### config.mk
export PLATFORM = sky130hd
export DESIGN_NAME = exc_pulse_gen
export DESIGN_NICKNAME = d
export VERILOG_FILES = /design/src/rtl/exc_pkg.sv /design/src/rtl/exc_regs.sv /design/src/rtl/exc_phase.sv /design/src/rtl/exc_seq.sv /design/src/rtl/exc_outs.sv /design/src/rtl/exc_pulse_gen.sv
export SDC_FILE = /design/constraint.sdc
export NUM_CORES = 1
export LEC_CHECK = 0
export ABC_CLOCK_PERIOD_IN_PS = 2750
export BUFFER_PORTS_ARGS = -buffer_cell sky130_fd_sc_hd__buf_2
export CAP_MARGIN = 10
export CORE_ASPECT_RATIO = 0.9
export CORE_MARGIN = 2
export CORE_UTILIZATION = 35
export CTS_CLUSTER_SIZE = 24
export DETAILED_ROUTE_END_ITERATION = 10
export SLEW_MARGIN = 20
export SYNTH_ARGS = -nofsm -noshare
export SYNTH_HDL_FRONTEND = slang
export SYNTH_SLANG_ARGS = --single-unit
### constraint.sdc
create_clock -name clk -period 2.75 [get_ports clk]
set_clock_uncertainty 0.15 [all_clocks]
set_input_delay 0.275 -clock clk [delete_from_list [all_inputs] [get_ports clk]]
set_output_delay 0.275 -clock clk [all_outputs]
set_load 0.01 [all_outputs]
### src/rtl/exc_pkg.sv
package exc_pkg;
    localparam int N_OUT    = 4;
    localparam int CNT_W    = 12;
    localparam int DATA_W   = 32;
    localparam int ADDR_W   = 8;
    localparam int SLOW_LEN = 16;
    localparam int FAST_LEN = 8;
    localparam int PH_W     = $clog2(SLOW_LEN);
    localparam logic [ADDR_W-1:0] CFG_OFS = 8'h00;
    localparam logic [ADDR_W-1:0] CTL_OFS = 8'h10;
    localparam int STATUS_BIT = 2 * N_OUT;

    // Field order equals register bit order (MSB first)
    typedef struct packed {
        logic             pulse_free;
        logic             phase_free;
        logic             fast;
        logic [CNT_W-1:0] count;
    } cfg_t;

    typedef struct packed {
        logic [N_OUT-1:0] en;
        logic [N_OUT-1:0] inv;
    } ctl_t;

    localparam int CFG_W = $bits(cfg_t);
    localparam int CTL_W = $bits(ctl_t);

    typedef enum logic [1:0] {
        SQ_IDLE  = 2'd0,
        SQ_ARMED = 2'd1,
        SQ_RUN   = 2'd2
    } seq_state_t;

    function automatic logic [PH_W-1:0] cycle_last(input logic fast);
        return fast ? PH_W'(FAST_LEN - 1) : PH_W'(SLOW_LEN - 1);
    endfunction

    function automatic logic [PH_W-1:0] cycle_half(input logic fast);
        return fast ? PH_W'(FAST_LEN / 2) : PH_W'(SLOW_LEN / 2);
    endfunction
endpackage

### src/rtl/exc_regs.sv
module exc_regs
    import exc_pkg::*;
#(
    parameter int AW = ADDR_W,
    parameter int DW = DATA_W
) (
    input  logic          clk,
    input  logic          rst,
    input  logic          wr,
    input  logic [AW-1:0] addr,
    input  logic [DW-1:0] wdata,
    input  logic          busy,
    output cfg_t          cfg,
    output ctl_t          ctl,
    output logic [DW-1:0] rdata
);
    always_ff @(posedge clk) begin
        if (rst) begin
            cfg <= '0;
            ctl <= '0;
        end else if (wr) begin
            if (addr == CFG_OFS) cfg <= cfg_t'(wdata[CFG_W-1:0]);
            if (addr == CTL_OFS) ctl <= ctl_t'(wdata[CTL_W-1:0]);
        end
    end

    always_comb begin
        rdata = '0;
        if (addr == CFG_OFS) begin
            rdata[CFG_W-1:0] = cfg;
        end else if (addr == CTL_OFS) begin
            rdata[CTL_W-1:0]  = ctl;
            rdata[STATUS_BIT] = busy;
        end
    end
endmodule

### src/rtl/exc_phase.sv
module exc_phase
    import exc_pkg::*;
#(
    parameter int PW = PH_W
) (
    input  logic          clk,
    input  logic          rst,
    input  logic          run,
    input  logic          fast,
    output logic [PW-1:0] ph,
    output logic          wrap,
    output logic          first_half
);
    always_comb begin
        wrap       = run && (ph >= cycle_last(fast));
        first_half = ph < cycle_half(fast);
    end

    always_ff @(posedge clk) begin
        if (rst || !run) ph <= '0;
        else if (wrap)   ph <= '0;
        else             ph <= ph + PW'(1);
    end
endmodule

### src/rtl/exc_seq.sv
module exc_seq
    import exc_pkg::*;
#(
    parameter int CW = CNT_W
) (
    input  logic clk,
    input  logic rst,
    input  logic conv_en,
    input  logic start,
    input  cfg_t cfg,
    input  ctl_t ctl,
    input  logic ph_wrap,
    output logic phase_run,
    output logic active
);
    seq_state_t    st, nxt;
    logic [CW-1:0] remaining;
    logic          run_free;
    logic          load, en_any, start_ok, want, entry_ok;

    always_comb begin
        en_any    = |ctl.en;
        start_ok  = start && !cfg.pulse_free && (cfg.count != '0);
        want      = start_ok || (cfg.pulse_free && en_any);
        entry_ok  = cfg.pulse_free ? en_any : (cfg.count != '0);
        active    = (st == SQ_RUN);
        phase_run = conv_en && (cfg.phase_free || active);
        nxt       = st;
        load      = 1'b0;
        case (st)
            SQ_IDLE: begin
                if (conv_en && want) begin
                    if (cfg.phase_free) begin
                        nxt = SQ_ARMED;
                    end else begin
                        nxt  = SQ_RUN;
                        load = 1'b1;
                    end
                end
            end
            SQ_ARMED: begin
                if (!conv_en || !cfg.phase_free) begin
                    nxt = SQ_IDLE;
                end else if (ph_wrap && entry_ok) begin
                    nxt  = SQ_RUN;
                    load = 1'b1;
                end
            end
            SQ_RUN: begin
                if (!conv_en) begin
                    nxt = SQ_IDLE;
                end else if (run_free) begin
                    if (!cfg.pulse_free || !en_any) nxt = SQ_IDLE;
                end else if (ph_wrap && remaining <= CW'(1)) begin
                    nxt = SQ_IDLE;
                end
            end
            default: nxt = SQ_IDLE;
        endcase
    end

    always_ff @(posedge clk) begin
        if (rst) begin
            st        <= SQ_IDLE;
            remaining <= '0;
            run_free  <= 1'b0;
        end else begin
            st <= nxt;
            if (load) begin
                remaining <= cfg.count;
                run_free  <= cfg.pulse_free;
            end else if (active && !run_free && ph_wrap && remaining != '0) begin
                remaining <= remaining - CW'(1);
            end
        end
    end
endmodule

### src/rtl/exc_outs.sv
module exc_outs
    import exc_pkg::*;
#(
    parameter int NO = N_OUT
) (
    input  logic          active,
    input  logic          first_half,
    input  logic [NO-1:0] en,
    input  logic [NO-1:0] inv,
    output logic [NO-1:0] pulse
);
    for (genvar i = 0; i < NO; i++) begin : g_ch
        always_comb pulse[i] = (active && en[i] && first_half) ^ inv[i];
    end
endmodule

### src/rtl/exc_pulse_gen.sv
module exc_pulse_gen
    import exc_pkg::*;
#(
    parameter int AW = ADDR_W,
    parameter int DW = DATA_W,
    parameter int NO = N_OUT
) (
    input  logic          clk,
    input  logic          rst,
    input  logic          reg_wr,
    input  logic [AW-1:0] reg_addr,
    input  logic [DW-1:0] reg_wdata,
    output logic [DW-1:0] reg_rdata,
    input  logic          conv_en,
    input  logic          start,
    output logic [NO-1:0] pulse_out,
    output logic          status
);
    cfg_t            cfg_q;
    ctl_t            ctl_q;
    logic [PH_W-1:0] ph;
    logic            ph_wrap, first_half, phase_run, active;

    exc_regs #(.AW(AW), .DW(DW)) u_regs (
        .clk(clk), .rst(rst), .wr(reg_wr), .addr(reg_addr), .wdata(reg_wdata),
        .busy(active), .cfg(cfg_q), .ctl(ctl_q), .rdata(reg_rdata)
    );

    exc_phase #(.PW(PH_W)) u_phase (
        .clk(clk), .rst(rst), .run(phase_run), .fast(cfg_q.fast),
        .ph(ph), .wrap(ph_wrap), .first_half(first_half)
    );

    exc_seq #(.CW(CNT_W)) u_seq (
        .clk(clk), .rst(rst), .conv_en(conv_en), .start(start),
        .cfg(cfg_q), .ctl(ctl_q), .ph_wrap(ph_wrap),
        .phase_run(phase_run), .active(active)
    );

    exc_outs #(.NO(NO)) u_outs (
        .active(active), .first_half(first_half),
        .en(ctl_q.en), .inv(ctl_q.inv), .pulse(pulse_out)
    );

    assign status = active;
endmodule

## Word level (Yosys, flattened, before mapping)

Cells that the tools add are included.

- Flip-flop bits (word level): 42
- Input port bits: 45
- Output and inout bits: 37
- Word-level logic and storage cells: 88

- $add $sub $neg: 2
- Magnitude comparators: 3
- Equal/unequal tests: 7
- Mux-type cells: 22
- Bitwise gates (word level): 4
- Reduce and logical (&&, ||, !) cells: 40

Operators by type and width:

| kind | count |
|---|---|
| two-way mux 12 bit | 2 |
| nonzero test 12 bit | 2 |
| logical AND 1 bit | 19 |
| two-way mux 9 bit | 2 |
| two-way mux 2 bit | 8 |
| <= comparator 12 x 1 -> 1 bit, second input constant | 1 |
| subtractor 12 x 1 -> 12 bit, second input constant | 1 |
| equality test 8 x 5 -> 1 bit, second input constant | 1 |
| zero test 8 bit | 1 |
| two-way mux 4 bit | 2 |
| != test 4 bit, second input constant | 2 |
| zero test 1 bit | 6 |
| two-way mux 6 bit | 1 |
| one-hot mux 2 bit (3 select lines) | 1 |
| logical OR 1 bit | 5 |
| two-way mux 1 bit | 5 |
| adder 4 x 1 -> 4 bit, second input constant | 1 |
| >= comparator 4 bit | 1 |
| < comparator 4 bit | 1 |
| AND reduction 2 bit | 2 |
| AND reduction 4 bit | 1 |
| OR reduction 4 bit | 1 |
| bitwise XOR 1 bit | 4 |
| != test 3 x 1 -> 1 bit, second input constant | 1 |
| 7 further kinds | 7 |

## Longest topological paths before layout

Gate-level depths: netlist of the first run.

- Word-level depth: 9
- Gate-level depth with buffers: 9
- Depth with buffers taken out: 8

## Modules after synthesis

Synthesis of the first run repeated with hierarchy kept, for this count alone.

- Cells, all modules: 280
- Area, all modules: 2519.9 um^2

By module, submodules not included:

| module | times used | cells an instance | area an instance (um^2) | sequential area each (um^2) |
|---|---|---|---|---|
| exc_regs | 1 | 139 | 1336.3 | 460.4 |
| exc_seq | 1 | 114 | 938.4 | 300.3 |
| exc_phase | 1 | 19 | 190.2 | 80.1 |
| exc_outs | 1 | 8 | 55.1 | 0.0 |

## Worst setup path after synthesis of the first run

No wires, ideal clock.

- Path type: register -> register
- Start point: register u_seq.remaining[0]
- End point: register u_seq.remaining[5]
- Setup time: 0.091 ns
- Arrival: 1.881 ns
- Data required time: 2.509 ns
- Setup slack: 0.628 ns
- Cell stages (with the launch flop): 8
- Buffers on the path: 0
- Clock period less this slack: 2.122 ns
- Cells stage by stage: dfxtp_1 -> inv_1 -> ha_1 -> nor2b_1 -> nand4_2 -> or4b_4 -> or3_1 -> a311oi_1

- Word-level cells in the longest chain between the ends: 3
- Elaborated cells on any way between the ends: 6
- Classes of those cells: add/sub: 1; mux: 2; reduce/logical: 3

RTL lines:

| element | RTL line | text |
|---|---|---|
| start: declaration | exc_seq.sv:17 | `logic [CW-1:0] remaining;` |
| start signal: assignment | exc_seq.sv:70 | `remaining <= cfg.count;` |
| start signal: assignment | exc_seq.sv:73 | `remaining <= remaining - CW'(1);` |
| subtractor 12 x 1 -> 12 bit or nonzero test 12 bit (tied branches) | exc_seq.sv:73, exc_seq.sv:72 |  |
| two-way mux 12 bit or logical AND 1 bit (tied branches) | exc_seq.sv:72 | `end else if (active && !run_free && ph_wrap && remaining != '0) begin` |
| two-way mux 12 bit or nonzero test 2 bit (tied branches) | -- |  |

Parallel ways exist; a longest one is shown, timed or not. The select of a mux whose other input is x is not followed.
A chain may end at the register's enable or synchronous reset.

## Final worst setup path of the first run

- Start point: register u_seq.st[1]
- End point: output pulse_out[2]

- Word-level cells in the longest chain between the ends: 4

RTL lines:

| element | RTL line | text |
|---|---|---|
| start: declaration | exc_seq.sv:16 | `seq_state_t st, nxt;` |
| start signal: assignment | exc_seq.sv:68 | `st <= nxt;` |
| equality test 2 bit | exc_seq.sv:26 | `active = (st == SQ_RUN);` |
| logical AND 1 bit (2 in series) | exc_outs.sv:13 | `always_comb pulse[i] = (active && en[i] && first_half) ^ inv[i];` |
| bitwise XOR 1 bit | exc_outs.sv:13 |  |
| end: declaration | exc_pulse_gen.sv:16 | `output logic [NO-1:0] pulse_out,` |

Every way passes these cells.

==> results.tsv, run 1 <==
stage	metric	value	unit
cells_and_area	multiInputGateArea	0.00134	mm2
synthesis	synth_flop_cell	dfxtp_1	
sta	slew_viol_final	0	
critical_path	critPathLaunchType	flip-flop	
sta	period_minus_slack	2.30	ns
clocking	cts.clk_slew.worst_paths	0.08	ns
routing	first_pass_iters	4	
synthesis	synthCells	285	
power	p_per_area	432	mW/mm2
cells_and_area	final_common_cell	buf_2	
critical_path	endpoint_kind	primary output	
synthesis	synth_cell_types	48	
routing	drtAntennaViolNets	0	
clocking	post_cts_resize_count	0	
die	rows	28	
cells_and_area	nNetsFinal	378	
die	dieArea	0.00736	mm2
clocking	htreeDepth	2	
cells_and_area	layout_common_cells	buf_2, dfxtp_1, nor2_1	
synthesis	synthesis.area	0.00234	mm2
routing	drt-total-wl	5460	um
global_routing	overflow	0	
clocking	cts_root_buf	clkbuf_8	
sta	min_period_over_period	83.5	%
clocking	hold_buffers	0	
run	cap_violations	0	
synthesis	postSynth.asyncResetShare	0	%
sta	clock.fmax	0.436	GHz
min_path	hp-class	in -> reg	
critical_path	crit_arrival	1.87	ns
global_routing	grt_max_degree	39	
routing	viasPerCell	4.98	
sta	worst_hold_slack	0.0654	ns
sta	rsz0062_at_grt	no	
clocking	cts_setup_buffers	0	
clocking	cts_buffers	5	
critical_path	critical_path_required	2.33	ns
cells_and_area	n_fill_cell	712	
sta	hold_viol	0	
die	die_h	81.6	um
die	die_x	90.2	um
global_routing	grt_use_total	15.6	%
clocking	cts_sinks	42	
routing	remaining_drc_errors	0	
synthesis	syn_avg_cell_area	8.21	um2
routing	wl_per_cell	13.0	um
clocking	clk_latency	0.30	ns
global_routing	first_global_vias	1908	
cells_and_area	area_delta_synth_final	15.2	%
routing	vias	2086	
global_routing	grt_pass1_wl	9140	um
placed_design	dp_hpwl	4120	um
synthesis	synth_seq_area_share	35.9	%
synthesis	ys_ff_latch	42	
power	ir_drop	0.254	mV
power	leakagePower	1.17	nW
min_path	whs_path_depth	3	
synthesis	synth_edf_count	0	
sta	worstMarginPinSlew	0.611	ns
placed_design	place_congestion	0.833	
die	start_util	35.9	%
routing	dr.first_iter.drc_count	69	
placed_design	port_buffers	47	
sta	slew_headroom	59.1	%
cells_and_area	num_antenna_cells	0	
power	total_power	1.16	mW
cells_and_area	register_area	841	um2
synthesis	ys_warn_count	0	
critical_path	rr_worst_depth	7	
sta	setup_viol	0	
outcome	status	complete, no violations	
sta	worst_slack	0.454	ns
critical_path	crit_fanout	7	
die	ios	82	
sta	fin_setup_tns	0	ns
die	core_region_area	0.00652	mm2
critical_path	worstSetupPathType	reg -> out	
placed_design	dp_slack	0.482	ns
clocking	cts.path.max_buffers	2	
global_routing	grt_antenna_before_repair	0	
cells_and_area	drive_gt1_share	21.3	%
clocking	cts_tree	yes	
critical path, stage by stage (launching register included):
cell     delay (ns)
dfxtp_1        0.37
nor2b_1        0.43
and3b_1        0.37
nand2_1        0.10
xnor2_1        0.15
buf_2          0.15
metrics by stage:
step                      instance area [um2]  utilization [%]  instances
after floorplan                          2400                -        301
after global placement                   2590             39.7        411
after detailed placement                 2590             39.7        411
after CTS                                2700             41.4        419
after global routing                     2700             41.4        419
final                                    2700             41.4        419
worst paths after layout:
path	start	to	slack (ns)
hold reg to reg	u_phase.ph[0]$_SDFF_PP0_	u_phase.ph[0]$_SDFF_PP0_	0.30
setup / recovery	u_seq.st[1]$_SDFFE_PP0P_	pulse_out[2]	0.45
setup reg to reg	u_seq.remaining[0]$_SDFFE_PP0P_	u_seq.remaining[5]$_SDFFE_PP0P_	0.48
hold / removal	reg_wdata[7]	u_regs.ctl[7]$_SDFFE_PP0P_	0.07
where the power goes:
group          switching [mW]  internal (mW)  total [mW]  leakage, nW
Clock                   0.219          0.271       0.490       0.0514
Combinational          0.0423         0.0231      0.0653        0.783
Sequential            0.00122          0.609       0.610        0.338
Total                   0.262          0.903        1.16         1.17
final cells by class:
class                      instances  share of cell area, %
multi-input combinational        221                   49.6
clock buffer                       6                   2.69
clock inverter                     2                   1.39
timing repair buffer              52                   10.1
tap                               90                   4.17
sequential                        42                   31.2
inverter                           6                  0.835
cell usage after synthesis, drive strengths merged (2+ instances only):
library cell | n | area, um2
a31oi | 2 | 12.5
a211oi | 8 | 65.1
dfxtp | 42 | 841
inv | 6 | 22.5
nor2b | 5 | 31.3
or3 | 3 | 20.0
or4 | 2 | 16.3
clkbuf | 11 | 41.3
xor2 | 3 | 26.3
nand3 | 19 | 95.1
nand4 | 3 | 25.0
xnor2 | 10 | 87.6
nand2 | 25 | 93.8
buf | 21 | 158
a21oi | 22 | 110
ha | 5 | 62.6
nor3 | 8 | 40.0
o21ai | 3 | 15.0
and2 | 4 | 26.3
nor4 | 7 | 50.1
mux2i | 21 | 210
nor2 | 38 | 145
state kept, by name (all words and copies together) (netlist names):
name / count
u_regs.cfg: 15
u_seq.run_free: 1
u_phase.ph: 4
u_seq.st: 2
u_seq.remaining: 12
u_regs.ctl: 8
logic make-up after synthesis:
kind of cell	share of synthesized area [%]
compound gates	11.6
xor+xnor	4.86
fa+ha+maj	2.67
buf+inv	9.46
flops	35.9
mux	8.98
other cells	0.160
simple gates	26.4
layer usage:
layer  part of all wire [%]  up-vias  track usage (%)
li1                       -     1042                -
met1                     48      995             19.4
met2                     47       44             27.4
met3                    3.7        5             3.12
met4                    1.4        0             5.69
met5                      0        -                0
(Power assumes the default switching activity.)
==> inputs of run 2 (changes only) <==
--- a/config.mk
+++ b/config.mk
@@ -5,7 +5,7 @@
 export SDC_FILE = /design/constraint.sdc
 export NUM_CORES = 1
 export LEC_CHECK = 0
-export ABC_CLOCK_PERIOD_IN_PS = 2750
+export ABC_CLOCK_PERIOD_IN_PS = 2360
 export BUFFER_PORTS_ARGS = -buffer_cell sky130_fd_sc_hd__buf_2
 export CAP_MARGIN = 10
 export CORE_ASPECT_RATIO = 0.9
==> constraint.sdc (replaced) <==
create_clock -name clk -period 2.36 [get_ports clk]
set_clock_uncertainty 0.15 [all_clocks]
set_input_delay 0.236 -clock clk [delete_from_list [all_inputs] [get_ports clk]]
set_output_delay 0.236 -clock clk [all_outputs]
set_load 0.01 [all_outputs]
==> results.tsv, run 2 (same netlist as run 1, synthesis figures left out) <==
stage	metric	value	unit	change
cells_and_area	area_delta_synth_final	17.5	%	
cells_and_area	layout_common_cells	buf_2, dfxtp_1, nor2_1		
routing	remaining_drc_errors	0		unchanged
global_routing	first_global_vias	2009		+5.3%
placed_design	port_buffers	47		unchanged
cells_and_area	nNetsFinal	383		+1.3%
die	core_region_area	0.00652	mm2	unchanged
critical_path	crit_cells	7		+2
power	power.switching	313	uW	+19%
global_routing	grt_use_total	16.2	%	+0.53 points
clocking	clk_latency	0.30	ns	about the same
sta	rsz0062_at_grt	no		
min_path	hp-class	in -> reg		
sta	hold_viol	0		unchanged
critical_path	reg2reg_from	u_seq.remaining[0]$_SDFFE_PP0P_		
critical_path	endpoint_kind	flip-flop		
critical_path	regToRegEndpoint	u_seq.remaining[5]$_SDFFE_PP0P_		
critical_path	cp-endpoint	u_seq.remaining[5]$_SDFFE_PP0P_		
placed_design	dp_hpwl	4280	um	+3.9%
run	cap_violations	0		unchanged
critical_path	critical-path-slowest-cell	or4b_4		
die	rows	28		unchanged
power	p_sw_share	24.4	%	+1.9 points
placed_design	dp_slack	0.0811	ns	-0.401 ns
outcome	status	complete, no violations		
sta	period_minus_slack	2.25	ns	
placed_design	place_congestion	0.842		+1.1%
global_routing	grt_pass1_wl	9550	um	+4.5%
clocking	cts.path.max_buffers	2		unchanged
cells_and_area	num_antenna_cells	0		unchanged
placed_design	place_inst	416		+1.2%
clocking	cts_root_buf	clkbuf_8		
sta	worstMarginPinSlew	0.549	ns	-0.0621 ns
cells_and_area	final_area	0.00275	mm2	+2.0%
cells_and_area	drive_gt1_share	24.0	%	+2.7 points
critical_path	crit_buf_inv	1		unchanged
cells_and_area	final_util	42.2	%	+0.83 points
critical_path	rr_worst_depth	7		unchanged
global_routing	grt_max_degree	24		-38%
power	p_clk_share	38.6	%	-3.4 points
critical_path	crit_start	u_seq.remaining[0]$_SDFFE_PP0P_		
sta	slew_headroom	63.3	%	+4.2 points
sta	fin_setup_tns	0	ns	unchanged
die	die_h	81.6	um	unchanged
critical_path	worstSetupPathType	reg -> reg		
routing	vias	2094		+0.38%
sta	clock.fmax	0.445	GHz	
routing	drt-total-wl	5740	um	+5.2%
power	ir_drop	0.326	mV	+28%
routing	first_pass_iters	4		unchanged
cells_and_area	top_regs	u_regs.cfg (15), u_seq.remaining (12), u_regs.ctl (8)		
power	total_power	1.29	mW	+10%
clocking	cts_buffers	5		unchanged
critical_path	r2r_setup_slack	0.11	ns	-0.37 ns
power	internal-power	972	uW	+7.7%
power	combPwrFrac	6.1	%	+0.5 points
clocking	cts_tree	yes		
critical_path	crit_fanout	6		-1
sta	min_period_over_period	95.3	%	
critical_path	critPathLaunchType	flip-flop		
sta	setup_viol	0		unchanged
routing	dr.first_iter.drc_count	94		+36%
clocking	htreeDepth	2		unchanged
cells_and_area	top_register	u_regs.cfg		
critical_path	crit_chain	inv_1, ha_1, nor2b_1, nand4_2, or4b_4, or3_1, a311oi_1		
critical_path	crit_arrival	2.31	ns	+0.44 ns
placed_design	dpl-instance-area	0.00264	mm2	+1.9%
global_routing	overflow	0		unchanged
clocking	cts_sinks	42		unchanged
cells_and_area	stdcell_count	424		+1.2%
routing	viasPerCell	4.94		-0.80%
die	start_util	35.9	%	unchanged
cells_and_area	largest_reg_flops	15		unchanged
critical_path	cp_top_family	simple AND/OR/NAND/NOR gates		
power	p_per_area	467	mW/mm2	+8.2%
sta	slew_viol_final	0		unchanged
global_routing	grt_antenna_before_repair	0		unchanged
routing	drtAntennaViolNets	0		unchanged
critical_path	critical_path_required	2.42	ns	+0.09 ns
die	dieArea	0.00736	mm2	unchanged
die	die_x	90.2	um	unchanged
sta	worst_hold_slack	0.0288	ns	-0.0367 ns
cells_and_area	final_common_cell	buf_2		
power	leakagePower	1.21	nW	+3.0%
die	ios	82		unchanged
clocking	cts.clk_slew.worst_paths	0.08	ns	about the same
routing	wl_per_cell	13.5	um	+4.0%
critical_path	cpPeakStageDelay	0.52	ns	+0.09 ns
power	pwr-share-seq	55.3	%	+2.9 points
sta	worst_slack	0.111	ns	-0.344 ns
-- run 2: worst reg2reg max path: stages (launching register included) --
cell	delay, ns
dfxtp_2	0.37
inv_1	0.08
ha_1	0.20
nor2b_1	0.14
nand4_2	0.12
or4b_4	0.52
or3_1	0.33
a311oi_1	0.26
-- run 2: layout make-up --
class / count / area (um2)
Clock buffer: 6 / 82.6
Clock inverter: 2 / 12.5
Fill cell: 690 / 3760
Inverter: 6 / 22.5
Multi-Input combinational cell: 221 / 1360
Sequential cell: 42 / 842
Tap cell: 90 / 113
Timing Repair Buffer: 57 / 323
-- run 2: repair_timing --
item	in CTS	in global routing
buffers inserted	0	0
gates resized for setup	1	3
hold buffers	0	0
setup endpoints to repair	1	6
-- run 2: power by group through the flow --
stage	Clock [mW]	Combinational (mW)	Sequential, mW
2_1_floorplan	0	0.0652	0.727
3_3_place_gp	0	0.0770	0.727
3_5_place_dp	0	0.0775	0.727
4_1_cts	0.504	0.0779	0.711
5_1_grt	0.535	0.0861	0.711
6_report	0.496	0.0784	0.711
-- run 2: routing by layer --
metal,vias up,GRT usage [%],wire length [um],share of wire [%]
li1,1055,-,-,-
met1,970,21.2,2750,48
met2,58,26.8,2620,46
met3,11,2.02,232,4.0
met4,0,7.85,141,2.5
met5,-,0,0,0
-- run 2: how the worst min path moves through the flow --
| stage | from | end | slack [ns] | depth (start not counted) |
|---|---|---|---|---|
| 2_1_floorplan | reg_wdata[0] | u_regs.ctl[0]$_SDFFE_PP0P_ | 0.23 | 2 |
| 3_3_place_gp | u_phase.ph[0]$_SDFF_PP0_ | u_phase.ph[0]$_SDFF_PP0_ | 0.29 | 1 |
| 3_5_place_dp | u_phase.ph[0]$_SDFF_PP0_ | u_phase.ph[0]$_SDFF_PP0_ | 0.29 | 1 |
| 4_1_cts | reg_wdata[13] | u_regs.cfg[13]$_SDFFE_PP0P_ | 0.02 | 3 |
| 5_1_grt | reg_wdata[12] | u_regs.cfg[12]$_SDFFE_PP0P_ | 0.03 | 3 |
| 6_report | reg_wdata[7] | u_regs.ctl[7]$_SDFFE_PP0P_ | 0.03 | 3 |
